--- src/rtl/sdram_cmd_seq.sv ---
module sdram_cmd_seq #(
  parameter int DATA_W  = 32,
  parameter int COL_W   = 8,
  parameter int BANK_W  = 2,
  parameter int ROW_W   = 11,
  parameter int AP_BIT  = 10,
  parameter int CAS_LAT = 2,
  parameter int T_RCD   = 2,
  parameter int T_WR    = 2,
  parameter int T_RP    = 2
) (
  input  logic                            clk,
  input  logic                            rst_n,
  input  logic                            host_req,
  input  logic                            host_we,
  input  logic [ROW_W+BANK_W+COL_W-1:0]   host_addr,
  input  logic [DATA_W-1:0]               host_wdata,
  input  logic [DATA_W/8-1:0]             host_mask,
  output logic                            host_busy,
  output logic                            host_rvalid,
  output logic [DATA_W-1:0]               host_rdata,
  input  logic                            ref_req,
  output logic                            ref_gnt,
  output logic                            sd_cs_n,
  output logic                            sd_ras_n,
  output logic                            sd_cas_n,
  output logic                            sd_we_n,
  output logic [BANK_W-1:0]               sd_ba,
  output logic [ROW_W-1:0]                sd_addr,
  output logic [DATA_W/8-1:0]             sd_dqm,
  output logic [DATA_W-1:0]               sd_dq_out,
  output logic                            sd_dq_oe,
  input  logic [DATA_W-1:0]               sd_dq_in
);
  localparam int NBYTE = DATA_W / 8;
  localparam int AW    = ROW_W + BANK_W + COL_W;
  localparam int MAXC  = (T_WR + T_RP > CAS_LAT) ? ((T_WR + T_RP > T_RCD) ? T_WR + T_RP : T_RCD)
                                                 : ((CAS_LAT > T_RCD) ? CAS_LAT : T_RCD);
  localparam int CW    = $clog2(MAXC + 1) + 1;
  localparam logic [ROW_W-1:0] AP_MASK = ROW_W'(1) << AP_BIT;

  localparam logic [3:0] C_DESEL = 4'b1111;
  localparam logic [3:0] C_NOP   = 4'b0111;
  localparam logic [3:0] C_ACT   = 4'b0011;
  localparam logic [3:0] C_RD    = 4'b0101;
  localparam logic [3:0] C_WR    = 4'b0100;
  localparam logic [3:0] C_PRE   = 4'b0010;

  typedef enum logic [2:0] {S_IDLE, S_RCD, S_CAS, S_REC, S_PRE, S_REF} state_t;

  state_t            state;
  logic [CW-1:0]     cnt;
  logic [3:0]        cmd;
  logic              we_q;
  logic [AW-1:0]     addr_q;
  logic [DATA_W-1:0] wdata_q;
  logic [NBYTE-1:0]  mask_q;
  logic [DATA_W-1:0] keep;
  logic [ROW_W-1:0]  col_word;

  for (genvar i = 0; i < NBYTE; i++) begin : g_lane
    assign keep[8*i +: 8] = {8{~mask_q[i]}};
  end

  assign col_word  = ROW_W'(addr_q[COL_W-1:0]) | AP_MASK;
  assign {sd_cs_n, sd_ras_n, sd_cas_n, sd_we_n} = cmd;
  assign host_busy = (state != S_IDLE) || ref_req;
  assign ref_gnt   = (state == S_REF);

  always_ff @(posedge clk) begin
    if (!rst_n) begin
      state       <= S_IDLE;
      cnt         <= '0;
      cmd         <= C_DESEL;
      we_q        <= 1'b0;
      addr_q      <= '0;
      wdata_q     <= '0;
      mask_q      <= '0;
      sd_ba       <= '0;
      sd_addr     <= '0;
      sd_dqm      <= '0;
      sd_dq_out   <= '0;
      sd_dq_oe    <= 1'b0;
      host_rvalid <= 1'b0;
      host_rdata  <= '0;
    end else begin
      cmd         <= C_NOP;
      sd_dq_oe    <= 1'b0;
      host_rvalid <= 1'b0;
      case (state)
        S_IDLE: begin
          sd_dqm <= '0;
          if (ref_req) begin
            cmd     <= C_PRE;
            sd_addr <= AP_MASK;
            cnt     <= CW'(T_RP - 1);
            state   <= S_PRE;
          end else if (host_req) begin
            we_q    <= host_we;
            addr_q  <= host_addr;
            wdata_q <= host_wdata;
            mask_q  <= host_mask;
            cmd     <= C_ACT;
            sd_ba   <= host_addr[COL_W +: BANK_W];
            sd_addr <= host_addr[COL_W+BANK_W +: ROW_W];
            sd_dqm  <= host_we ? '0 : host_mask;
            cnt     <= CW'(T_RCD - 1);
            state   <= S_RCD;
          end
        end
        S_RCD: begin
          if (cnt != '0) begin
            cnt <= cnt - 1'b1;
          end else begin
            sd_addr <= col_word;
            if (we_q) begin
              cmd       <= C_WR;
              sd_dq_oe  <= 1'b1;
              sd_dq_out <= wdata_q;
              sd_dqm    <= mask_q;
              cnt       <= CW'(T_WR + T_RP - 1);
              state     <= S_REC;
            end else begin
              cmd   <= C_RD;
              cnt   <= CW'(CAS_LAT);
              state <= S_CAS;
            end
          end
        end
        S_CAS: begin
          if (cnt != '0) begin
            cnt <= cnt - 1'b1;
          end else begin
            host_rvalid <= 1'b1;
            host_rdata  <= sd_dq_in & keep;
            sd_dqm      <= '0;
            cnt         <= CW'(T_RP - 1);
            state       <= S_REC;
          end
        end
        S_REC: begin
          sd_dqm <= '0;
          if (cnt != '0) cnt <= cnt - 1'b1;
          else           state <= S_IDLE;
        end
        S_PRE: begin
          if (cnt != '0) begin
            cnt <= cnt - 1'b1;
          end else begin
            cmd   <= C_DESEL;
            state <= S_REF;
          end
        end
        S_REF: begin
          if (ref_req) cmd   <= C_DESEL;
          else         state <= S_IDLE;
        end
        default: state <= S_IDLE;
      endcase
    end
  end
endmodule


--- config.mk ---
export PLATFORM = sky130hd
export DESIGN_NAME = sdram_cmd_seq
export DESIGN_NICKNAME = d
export VERILOG_FILES = /design/src/rtl/sdram_cmd_seq.sv
export SDC_FILE = /design/constraint.sdc
export NUM_CORES = 1
export LEC_CHECK = 0
export BUFFER_PORTS_ARGS = -buffer_cell sky130_fd_sc_hd__buf_2
export CAP_MARGIN = 20
export CORE_MARGIN = 4
export CORE_UTILIZATION = 46
export CTS_CLUSTER_DIAMETER = 150
export CTS_CLUSTER_SIZE = 28
export DETAILED_ROUTE_END_ITERATION = 16
export MAX_ROUTING_LAYER = met4
export PLACE_DENSITY = 0.78
export SETUP_SLACK_MARGIN = 0.2
export SLEW_MARGIN = 20
export SYNTH_ARGS = -nofsm -noshare
export SYNTH_HDL_FRONTEND = slang
export SYNTH_SLANG_ARGS = --single-unit
--- constraint.sdc ---
create_clock -name clk -period 2.4 [get_ports clk]
set_input_delay 0.48 -clock clk [delete_from_list [all_inputs] [get_ports clk]]
set_output_delay 0.48 -clock clk [all_outputs]
set_load 0.02 [all_outputs]
# Word-level counts from Yosys, hierarchy flattened
# Index checks and enable logic that the tools add are counted.
dict set report totals {
  out_inout_bits 89
  regBits 139
}
dict set report classes {
  n_reduce_logical 17
  bitwise_logic 9
  n_mux 36
  eq_ne 13
  n_addsub 1
}
# op n
set ops {}
lappend ops {{$mux 4} 13}
lappend ops {{$pmux 4 s4} 3}
lappend ops {{$mux 11} 3}
lappend ops {{$and 32x32->32} 1}
lappend ops {{$mux 3} 9}
lappend ops {{$pmux 11 s2} 1}
lappend ops {{$pmux 3 s6} 1}
lappend ops {{$ne 2x2->1 const B} 6}
lappend ops {{$reduce_and 3->1} 4}
lappend ops {{$reduce_bool 4->1} 3}
lappend ops {{$not 1->1} 8}
lappend ops {{$eq 3x2->1 const B} 2}
lappend ops {{$eq 3x3->1 const B} 2}
lappend ops {{$reduce_and 6->1} 1}
lappend ops {{$mux 1} 5}
lappend ops {{$reduce_and 2->1} 2}
lappend ops {{$reduce_and 4->1} 1}
lappend ops {{$sub 4x1->4 const B} 1}
lappend ops {{$eq 3x1->1 const B} 1}
lappend ops {{$logic_not 3->1} 1}
lappend ops {{$ne 3x3->1 const B} 1}
lappend ops {{$reduce_bool 3->1} 1}
lappend ops {{$reduce_or 3->1} 1}
lappend ops {{$mux 2} 1}
lappend ops {{other kinds (4)} 4}

# Depth between registers and ports, before layout
# Gate-level depths: netlist (run 1).
dict set report logic_depth {
  word_depth 4
  mapped_depth 8
  depth_no_buf 7
}

# Worst setup path before layout (run 1)
# No wires, ideal clock.
dict set report synth_timing {
  path_type {register to register}
  from {register cnt[0]}
  to {register sd_addr[3]}
  arrival_ns 1.827
  stages_incl_launch_ff 9
  path_slack_ns 0.493
  cell_sequence {dfxtp_1 inv_1 ha_1 or3b_1 buf_6 a2111oi_4 buf_6 nor2_1 a211oi_2}
}
dict set report synth_via {
  elab_chain_cells 3
}
# item line_no
set synth_rtl {}
lappend synth_rtl {{from (decl)} 52} ;# logic [CW-1:0] cnt;
lappend synth_rtl {{from (signal assigned)} 96} ;# cnt <= CW'(T_RP - 1);
lappend synth_rtl {{from (signal assigned)} 107} ;# cnt <= CW'(T_RCD - 1);
lappend synth_rtl {{from (signal assigned)} 113} ;# cnt <= cnt - 1'b1;
lappend synth_rtl {{$reduce_bool 4->1} 112} ;# if (cnt != '0) begin
lappend synth_rtl {{$ne 2x2->1 (no source line)} -}
lappend synth_rtl {{$reduce_and 3->1 (no source line)} -}
lappend synth_rtl {{to (signal assigned)} 105} ;# sd_addr <= host_addr[COL_W+BANK_W +: ROW_W];
lappend synth_rtl {{to (signal assigned)} 115} ;# sd_addr <= col_word;
lappend synth_rtl {{to (decl)} 29} ;# output logic [ROW_W-1:0] sd_addr,
# No other way between the ends.
# A chain may end at the register's enable or synchronous reset.

# Worst setup path after layout (run 1)
dict set report layout_timing {
  from {register state[1]}
  to {output host_busy}
}
dict set report layout_via {
  elab_chain_cells 2
}
# item line_no
set layout_rtl {}
lappend layout_rtl {{from (decl)} 51} ;# state_t state;
lappend layout_rtl {{from (signal assigned)} 72} ;# state <= S_IDLE;
lappend layout_rtl {{from (signal assigned)} 97} ;# state <= S_PRE;
lappend layout_rtl {{from (signal assigned)} 108} ;# state <= S_RCD;
lappend layout_rtl {{$reduce_bool 3->1} 67} ;# assign host_busy = (state != S_IDLE) || ref_req;
lappend layout_rtl {{$logic_or 1x1->1} 67}
lappend layout_rtl {{to (decl)} 19} ;# output logic host_busy,
# No other way between the ends.

==> results of run 1 <==
-- layout by cell type (no fill, tap or decap), types with 4 or more instances in the layout --
master	instances
clkbuf_16	17
nor2_1	55
o22ai_1	5
buf_2	182
nand3_1	7
bufinv_16	4
a22oi_1	4
dfxtp_1	139
inv_1	6
nand2b_1	4
clkbuf_8	5
a21oi_1	62
nor3_1	5
buf_4	12
nand2_1	111
o21ai_0	10
mux2i_1	33
nor3b_1	10
a22o_1	32
clkinv_2	4
a211oi_2	10
-- registers in the layout, indices dropped and copies added (netlist names), 4 cells and up --
name	cells
cnt	4
cmd	4
sd_dq_out	32
mask_q	4
sd_addr	11
addr_q	8
sd_dqm	4
host_rdata	32
wdata_q	32
-- cell type report --
type	count	area [sq um]	share of cell area, %
Clock buffer	22	494	7.14
Timing Repair Buffer	196	1040	15.0
Clock inverter	10	160	2.31
Inverter	7	27.5	0.398
Tap cell	140	175	2.53
Sequential cell	139	2780	40.2
Multi-Input combinational cell	381	2240	32.4
-- critical path, stage by stage (launching register included) --
cell and delay [ps]:
dfxtp_1 400, nor2_1 440, nand2_1 180, buf_2 200
-- cell usage after synthesis, drive strengths merged, types with 6 or more instances --
master	n	area share, %
a211oi	11	2.4
a21oi	63	6.1
a22o	32	5.4
buf	16	1.8
clkbuf	25	1.8
dfxtp	139	53
inv	6	0.43
mux2i	33	6.3
nand2	111	8.0
nand3	10	1.2
nor2	55	4.0
nor3b	10	1.4
o21ai	10	0.96
-- metrics by stage --
stage / worst slack [ps] / hold WS, ps / utilization (%)
floorplan: 493 / 436 / -
global placement: 382 / 440 / 57.0
detailed placement: 271 / 446 / 57.0
CTS: 250 / 254 / 63.0
global route: 203 / 265 / 63.0
finish: 281 / 274 / 63.0
-- final timing paths --
| path | from | to | slack, ps | cells past startpoint |
|---|---|---|---|---|
| hold reg to reg | wdata_q[23] | wdata_q[23] | 450 | 2 |
| setup / recovery | state[1] | host_busy | 280 | 3 |
| setup reg to reg | cnt[0] | sd_dq_out[2] | 360 | 8 |
| hold / removal | sd_dq_in[10] | host_rdata[10] | 270 | 2 |
-- kinds of logic after synthesis --
kind of cell	count (synthesis)	share of synthesized area (%)
compound gates	137	18.2
fa+ha+maj	3	0.672
buf+inv	48	4.15
flops	139	53.4
mux	33	6.33
simple gates	208	17.3
-- routing by layer --
layer | vias up | part of all wire (%) | track usage, %
met2 | 183 | 48 | 34.2
li1 | 2313 | - | -
met1 | 2182 | 41 | 24.0
met5 | - | 0 | -
met4 | 0 | 1.2 | 7.92
met3 | 15 | 9.3 | 7.88
-- power by group through the flow --
| stage | combinational [mW] | clock [mW] | sequential [mW] |
|---|---|---|---|
| 6_report | 1.87 | 2.84 | 2.74 |
| 5_1_grt | 2.07 | 2.98 | 2.77 |
| 3_3_place_gp | 1.79 | 0 | 2.77 |
| 2_1_floorplan | 1.19 | 0 | 2.91 |
| 3_5_place_dp | 1.85 | 0 | 2.79 |
| 4_1_cts | 1.86 | 2.89 | 2.75 |
-- repair_timing --
item	in CTS	in global routing
hold buffers	0	0
setup buffers	0	0
setup endpoints to repair	0	15
resized for setup	0	2
endpoints found under the hold margin	0	0
==> summary.md, run 1 <==
| Metric | Value |
|---|---|
| Nets | 838 |
| P_sw | 2.29 mW |
| Post-route cell area | 6920 sq um |
| Synth Cell Area | 5220 sq um |
| Vias after detailed routing | 4693 |
| Row count | 38 |
| DR vias/cell | 5.24 |
| Vias in the first global route | roughly 4700 |
| Placed cells | 863 |
| Final max-slew violation count | 0 |
| Clk_lat worst skew | between 400 and 500 ps |
| Asr flop ratio synth | 0% |
| Yosys reg bits | 139 |
| Dominant synthesized flop cell | dfxtp_1 |
| Port buffer count | 182 |
| Avg Cell Area, Syn | 9.18 sq um |
| Fin cells | 895 |
| Die H | 114 microns |
| Seq/Total Area, Yosys | 53.4% |
| Clock group share of total power | 38.0% |
| Normalized max-slew margin | a little under half |
| Core area | 11000 sq um |
| Layout cell share with drive strength beyond 1 | 32.7% |
| Slew @ Worst Pin | 788 ps |
| Synth Instances | 568 |
| CTS max path bufs | 2 |
| Hold Vio Cnt, Final | 0 |
| Iter 0 DRT Violations | around 190 |
| Max IR drop VDD | between 0.0006 and 0.0007 V |
| Fin Setup TNS | 0 ps |
| H-tree depth | 4 |
| P_int | 5.17 mW |
| Post-Route WL | 13.5 mm |
| CTS tree | yes |
| Antenna diodes | 0 |
| Crit path required time | 1920 ps |
| Cts bufs inserted | 17 |
| Data arrival, critical path | approximately 1600 ps |
| Gr usage total | about a fifth |
| Max-cap violation count | 0 |
| Fillers | about 910 |
| CP max FO | 10 |
| Unique cell type count in the Yosys netlist | a little over 40 |
| Leak Pwr | 3.27 nW |
| PwrDens | 1080 nW/um^2 |
| Placer Congestion | 0.840 |
| # setup viols final | 0 |
| Full die area | 13100 sq um |
| Net Count, Synth | 664 |
| Worst Skew | 12.7 ps |
| Synthesis-to-finish area growth | 32.7% |
| DR WL/cell | approximately 15 microns |
| Unrepaired setup endpoints after global routing | no |
| Synth Warn # | 0 |
| Io pins | 183 |
| Endpoint class of the critical path | output port |
| Clock sinks | about 140 |
| Switch share | 30.7% |
| Die Wd | 114 microns |
| Starting Density | between 40% and 50% |
| Tcrit/Tclk final | 88.3% |
| Comb power frac | 25.1% |
| Pwr Total | 7.45 mW |
| Gr ovfl total | 0 |
| Worst min-delay path class | in2reg |
| DP Area | 6260 sq um |
| CP Launch Type | flip-flop |
| Fmax | 472 MHz |
| Final min period | 2120 ps |
| Initial antenna violation count | 0 |
| CTS clk-pin slew, worst paths | 60 ps |
| DRT antenna net count | 0 |
| Critical path class | reg2out |
| Residual DRC count | 0 |
| Root buffer cell | clkbuf_16 |
| Status | finished, final reports clean |
| Pin count of the biggest net entering global routing | 78 |
| Flop pwr share | a little under two fifths |
| First-pass GRT wire length | 21.8 mm |
| Number of synthesized flops with an enable pin | 0 |
| DP Wirelength | ~9.5 mm |
| Drt first pass iters | 4 |
(Power assumes the default switching activity.)
==> run 2, diff against run 1 <==
ABC_AREA = 1   (was default)
PLACE_DENSITY = 0.77   (was 0.78)
==> run 2 against run 1 <==
Global-route usage grew 1.4 points. Area after synthesis grew 5.1%. Sequential share of layout area shrank 0.10 points. Register-to-register slack gained 200 ps. Maximum frequency grew 7.0%. Wire length grew 10%. Worst hold slack gained 33 ps. Clock power shrank 12%. Sequential power grew 9.9%. Power grew 6.7%. Cell area grew 0.25%.
==> summary.md, run 2 <==
| Metric | Value |
|---|---|
| Max-cap violation count | 0 |
| Post-synth top area share | 50.8% |
| Commonest non-fill, non-tap cell in the layout | nor2_1 |
| Dominant synthesized flop cell | dfxtp_1 |
| Die H | ~120 microns |
| Drt first pass iters | 5 |
| Synth Instances | 717 |
| DR vias/cell | 5.03 |
| Clk_lat worst skew | between 400 and 500 ps |
| Avg Cell Area, Syn | 7.64 sq um |
| Critical path buffers and inverters | 2 |
| Vias in the first global route | 4901 |
| Global Route met3 Usage | 7.35% |
| Post-CTS Setup Inserts | 0 |
| Most used cell along the critical path | nand2_1 |
| Status | finished, final reports clean |
| Crit-path max cell delay | 520 ps |
| Cts bufs inserted | 17 |
| Combined area of the multi-input logic cells | 2260 sq um |
| H-tree depth | 4 |
| First-pass GRT wire length | 23.4 mm |
| Hold Slack | 307 ps |
| Gr usage total | 22.6% |
| Residual DRC count | 0 |
| Pin count of the biggest net entering global routing | 76 |
| Final max-slew violation count | 0 |
| Post-Route WL | 14.8 mm |
| Critical path class | reg2out |
| Hold_buf cts | 0 |
| Number of synthesized flops with an enable pin | 0 |
| DP Wirelength | 10.3 mm |
| Crit path from | state[1] |
| CTS max path bufs | 2 |
| Nets | approximately 980 |
| Die Wd | 117 microns |
| DRT antenna net count | 0 |
| R2R Path Start | cnt[0] |
| Post-route cell area | 6940 sq um |
| Vias after detailed routing | 5218 |
| Post-cts gate resize count | 0 |
| Crit-path cells | inv_2 > nand2_1 > nor2_2 > nand2_1 > buf_2 |
| Antenna diodes | 0 |
| Most common cell in the netlist | nor2_1 |
| Yosys reg bits | 139 |
| Slowest cell on crit path | dfxtp_1 |
| Net Count, Synth | 813 |
| Synth Cell Area | 5480 sq um |
| Synth Warn # | 0 |
| Fmax | 505 MHz |
| CP delay by family, top | flip-flops |
| Endpoint class of the critical path | output port |
| GR Util met2 | between 30% and 40% |
| DR WL/cell | 14.3 microns |
| Crit path required time | 1920 ps |
| Fillers | around 1100 |
| Storage cell area | 2780 sq um |
| Commonest cells in the netlist | nor2_1, dfxtp_1, o21ai_0 |
| Area leader, netlist | dfxtp_1 |
| Largest regs | host_rdata x32, sd_dq_out x32, wdata_q x32 |
| Normalized max-slew margin | 60.7% |
| Seq/Total Area, Yosys | 50.8% |
| Row count | 39 |
| Tcrit/Tclk final | 82.5% |
| Hold Vio Cnt, Final | 0 |
| Final min period | 1980 ps |
| Synth top area cells | dfxtp_1, nor2_1, o21ai_0, nand2_1, nand3_1 |
| Gr ovfl total | 0 |
| Io pins | 183 |
| Core area | between 10000 and 15000 sq um |
| # setup viols final | 0 |
| Most frequent cells in the layout | nor2_1, buf_2, dfxtp_1 |
| DP Area | 6370 sq um |
| PwrDens | 1150 nW/um^2 |
| CTS clk-pin slew, worst paths | approximately 60 ps |
| Worst min-delay path class | in2reg |
| Placed cells | between 1000 and 1500 |
| Slew @ Worst Pin | 588 ps |
| Port buffer count | 182 |
| Placer Congestion | 0.907 |
| Iter 0 DRT Violations | 453 |
| Clock sinks | ~140 |
| Unrepaired setup endpoints after global routing | no |
| Starting Density | a little under half |
| Max IR drop VDD | 0.000502 V |
| Synthesis-to-finish area growth | 26.7% |
| Fin cells | 1037 |
| Root buffer cell | clkbuf_16 |
| Asr flop ratio synth | 0% |
| CTS tree | yes |
| Met1 Usage GRT | 27.8% |
| Data arrival, critical path | 1500 ps |
| Full die area | 13700 sq um |
| Worst Skew | 8.14 ps |
| Leak Pwr | 3.42 nW |
| CP max FO | 8 |
| Fin Setup TNS | 0 ps |
| Initial antenna violation count | 0 |
| HP Start | host_wdata[17] |
| Layer with the highest usage | met2 |
| Layout cell share with drive strength beyond 1 | 28.5% |
| Unique cell type count in the Yosys netlist | 27 |
| CP Launch Type | flip-flop |
[run 2: cell types whose count changed after synthesis, moves of 22 or more]
cell     delta
nand2_1    -35
o21ai_1    +34
a22o_1     -32
mux2i_1    -33
a21oi_1    -48
nor2_1    +127
o21ai_0    +84
nand3_1    +41
inv_1      +22
[run 2: power by group]
part	internal (mW)	switching [mW]
Clock	1.51	0.986
Sequential	2.75	0.261
Combinational	0.781	1.66
[run 2: tightest hold or removal path, stage by stage]
cell	delay, ps
buf_2	70
o21ai_0	70
nor2_1	70
[run 2: per-layer routing]
layer	up-vias	wire length, microns
li1	2656	-
met1	2350	6410
met2	194	6910
met3	18	1300
met4	0	223
met5	-	0
[run 2: worst paths after layout]
kind / end / slack [ps] / cells past startpoint
hold / removal: wdata_q[17] / 310 / 3
hold reg to reg: addr_q[2] / 450 / 2
setup reg to reg: sd_dq_out[18] / 560 / 7
setup / recovery: host_busy / 420 / 5
[run 2: kinds of logic (layout without fill, tap and decap cells)]
kind of cell	after synthesis	after routing	synth area share, %
fa+ha+maj	2	2	0.457
flops	139	139	50.8
buf+inv	87	264	8.04
simple gates	331	331	25.4
compound gates	158	158	15.3
[run 2: area by class of cell]
class	count	share of cell area (%)
timing repair buffer	190	14.4
inverter	42	2.27
sequential	139	40.1
tap	143	2.58
clock buffer	23	6.89
multi-input combinational	491	32.5
clock inverter	9	1.26
[run 2: through the flow]
step                power [mW]  util [%]  setup WS, ps
floorplan                 4.91         -           900
global placement          5.47      55.3           532
detailed placement        5.51      55.3           508
CTS                       8.00      60.3           409
global route              8.48      60.3           303
finish                    7.95      60.3           419
==> run 3, diff against run 2 <==
clock period = 1.98 ns   (was 2.4 ns; I/O delays follow)
==> run 3 against run 2 <==
Cell count rose by 0.58%. Critical path type unchanged. Clock power up 21%. Via count is 1.2% higher. Global-route usage is 0.62 points lower. Clock skew up 3.7 ps. Wire length down 0.12%. Critical path depth is the same. Clock-buffer cell count down 3. Largest power group unchanged. Critical endpoint unchanged. Core utilization grew 0.88 points. First-iteration DRC count down 26%. Largest cell class unchanged. Worst hold slack lost 69 ps. Combinational power grew 27%.
==> summary.md, run 3 (same netlist as run 2, synthesis figures left out) <==
| Metric | Value |
|---|---|
| Slowest cell on crit path | dfxtp_2 |
| Synthesis-to-finish area growth | 28.5% |
| Post-Route WL | ~15 mm |
| Full die area | about 14000 sq um |
| Leak Pwr | 3.47 nW |
| Nets | 983 |
| Data arrival, critical path | 1330 ps |
| Most used cell along the critical path | nand2_2 |
| Critical path class | reg2out |
| Dpl ws | 271 ps |
| Starting Density | around 48% |
| CTS tree | yes |
| Worst min-delay path class | in2reg |
| Number of cells on the worst reg-to-reg path | 9 |
| CTS clk-pin slew, worst paths | 60 ps |
| Largest regs | host_rdata x32, sd_dq_out x32, wdata_q x32 |
| Final worst setup slack | 255 ps |
| P_int | 6.25 mW |
| Critical path buffers and inverters | 2 |
| Commonest non-fill, non-tap cell in the layout | nor2_1 |
| Row count | 39 |
| Endpoint class of the critical path | output port |
| Max-cap violation count | 0 |
| Comb power frac | 31.8% |
| Max IR drop VDD | 0.000648 V |
| Pwr Total | 9.76 mW |
| DR vias/cell | 5.06 |
| Die H | 117 microns |
| Storage cell area | 2790 sq um |
| Gr ovfl total | 0 |
| Clock sinks | 139 |
| Initial antenna violation count | 1 |
| Fmax | ~580 MHz |
| Clk_lat worst skew | 410 ps |
| Vias in the first global route | 4801 |
| CP Launch Type | flip-flop |
| Slew @ Worst Pin | 391 ps |
| DR WL/cell | 14.2 microns |
| # setup viols final | 0 |
| PwrDens | 1390 nW/um^2 |
| Tcrit/Tclk final | roughly 87% |
| CP delay by family, top | flip-flops |
| CTS max path bufs | 2 |
| Fin Setup TNS | 0 ps |
| First-pass GRT wire length | 22.9 mm |
| Layout cell share with drive strength beyond 1 | 29.6% |
| Normalized max-slew margin | 73.9% |
| Pin count of the biggest net entering global routing | 84 |
| Fillers | 1052 |
| Clock group share of total power | 30.9% |
| Hold Vio Cnt, Final | 0 |
| Cts bufs inserted | 17 |
| Io pins | roughly 180 |
| Die Wd | 117 microns |
| Final max-slew violation count | 0 |
| P_sw | between 3 and 4 mW |
| Finished Core Util | 61.1% |
| Root buffer cell | clkbuf_16 |
| Vias after detailed routing | roughly 5300 |
| Crit-path max cell delay | approximately 370 ps |
| Worst Skew | 11.8 ps |
| H-tree depth | 4 |
| Switch share | 36.0% |
| Port buffer count | 182 |
| Core area | 11500 sq um |
| Crit path required time | 1580 ps |
| Drt first pass iters | 5 |
| Most frequent cells in the layout | nor2_1, buf_2, dfxtp_1 |
| Residual DRC count | 0 |
| Iter 0 DRT Violations | 334 |
| Placer Congestion | 0.950 |
| Levels on crit path | 5 |
| Status | finished, final reports clean |
| DRT antenna net count | 0 |
| CP max FO | 8 |
| Final min period | 1720 ps |
| Flop pwr share | 37.3% |
| Crit-path cells | inv_2 > nand2_2 > nor2_4 > nand2_2 > buf_2 |
| DP Wirelength | 10.2 mm |
| Gr usage total | 22.0% |
| Hold Path Depth | 3 |
| Combined area of the multi-input logic cells | 2270 sq um |
| Unrepaired setup endpoints after global routing | no |
[run 3: cell count changes in the layout (fill, tap and decap cells not counted), sizes merged]
cell and delta:
buf +6, bufinv +1, clkbuf -3, clkinv +6, clkinvlp -3, diode +1, inv -2
[run 3: worst min-delay path, delay by kind of cell]
family                 cells  cell delay (ps)
AO/OA/AOI/OAI              1               70
buffers and inverters      1               70
AND/OR/NAND/NOR            1               80
[run 3: metrics by stage]
step | hold WS, ps | cell area [sq um] | std cells
floorplan | 425 | 5480 | 717
global placement | 435 | 6430 | 1009
detailed placement | 439 | 6430 | 1009
CTS | 214 | 7010 | 1040
global route | 234 | 7040 | 1043
finish | 238 | 7040 | 1043
[run 3: path summary, 6_finish.rpt]
check | end | startpoint | slack, ps
worst min-delay path | wdata_q[14] | host_wdata[14] | 240
worst min register to register | addr_q[2] | addr_q[2] | 440
worst max-delay path | host_busy | state[1] | 260
worst max register to register | host_rdata[25] | cnt[0] | 320
[run 3: area by class of cell]
| class | count | area share, % |
|---|---|---|
| flip-flops and latches | 139 | 39.6 |
| multi-input cells | 491 | 32.3 |
| clock buffers | 20 | 6.34 |
| inverters | 42 | 2.24 |
| well taps | 143 | 2.54 |
| clock inverters | 11 | 1.74 |
| repair buffers | 196 | 15.2 |
| diodes | 1 | 0.0355 |
[run 3: power by group through the flow]
stage | Clock, mW | Combinational (mW) | Sequential [mW]
3_3_place_gp | 0 | 3.03 | 3.67
3_5_place_dp | 0 | 3.05 | 3.68
6_report | 3.02 | 3.10 | 3.64
5_1_grt | 3.20 | 3.47 | 3.71
4_1_cts | 3.09 | 3.07 | 3.64
2_1_floorplan | 0 | 1.95 | 4.00
[run 3: routing by layer]
metal / wire, microns / global-route usage (%) / vias up
li1: - / - / 2674
met1: 6480 / 26.9 / 2370
met2: 6760 / 34.0 / 217
met3: 1300 / 6.74 / 21
met4: 277 / 8.56 / 0
met5: 0 / - / -
[run 3: timing repair]
action / in CTS / in global routing
resized for setup: 4 / 5
buffers inserted: 0 / 2
hold buffers: 0 / 0
endpoints found under the setup margin: 2 / 10
pin swaps: 0 / 2
endpoints found under the hold margin: 0 / 0
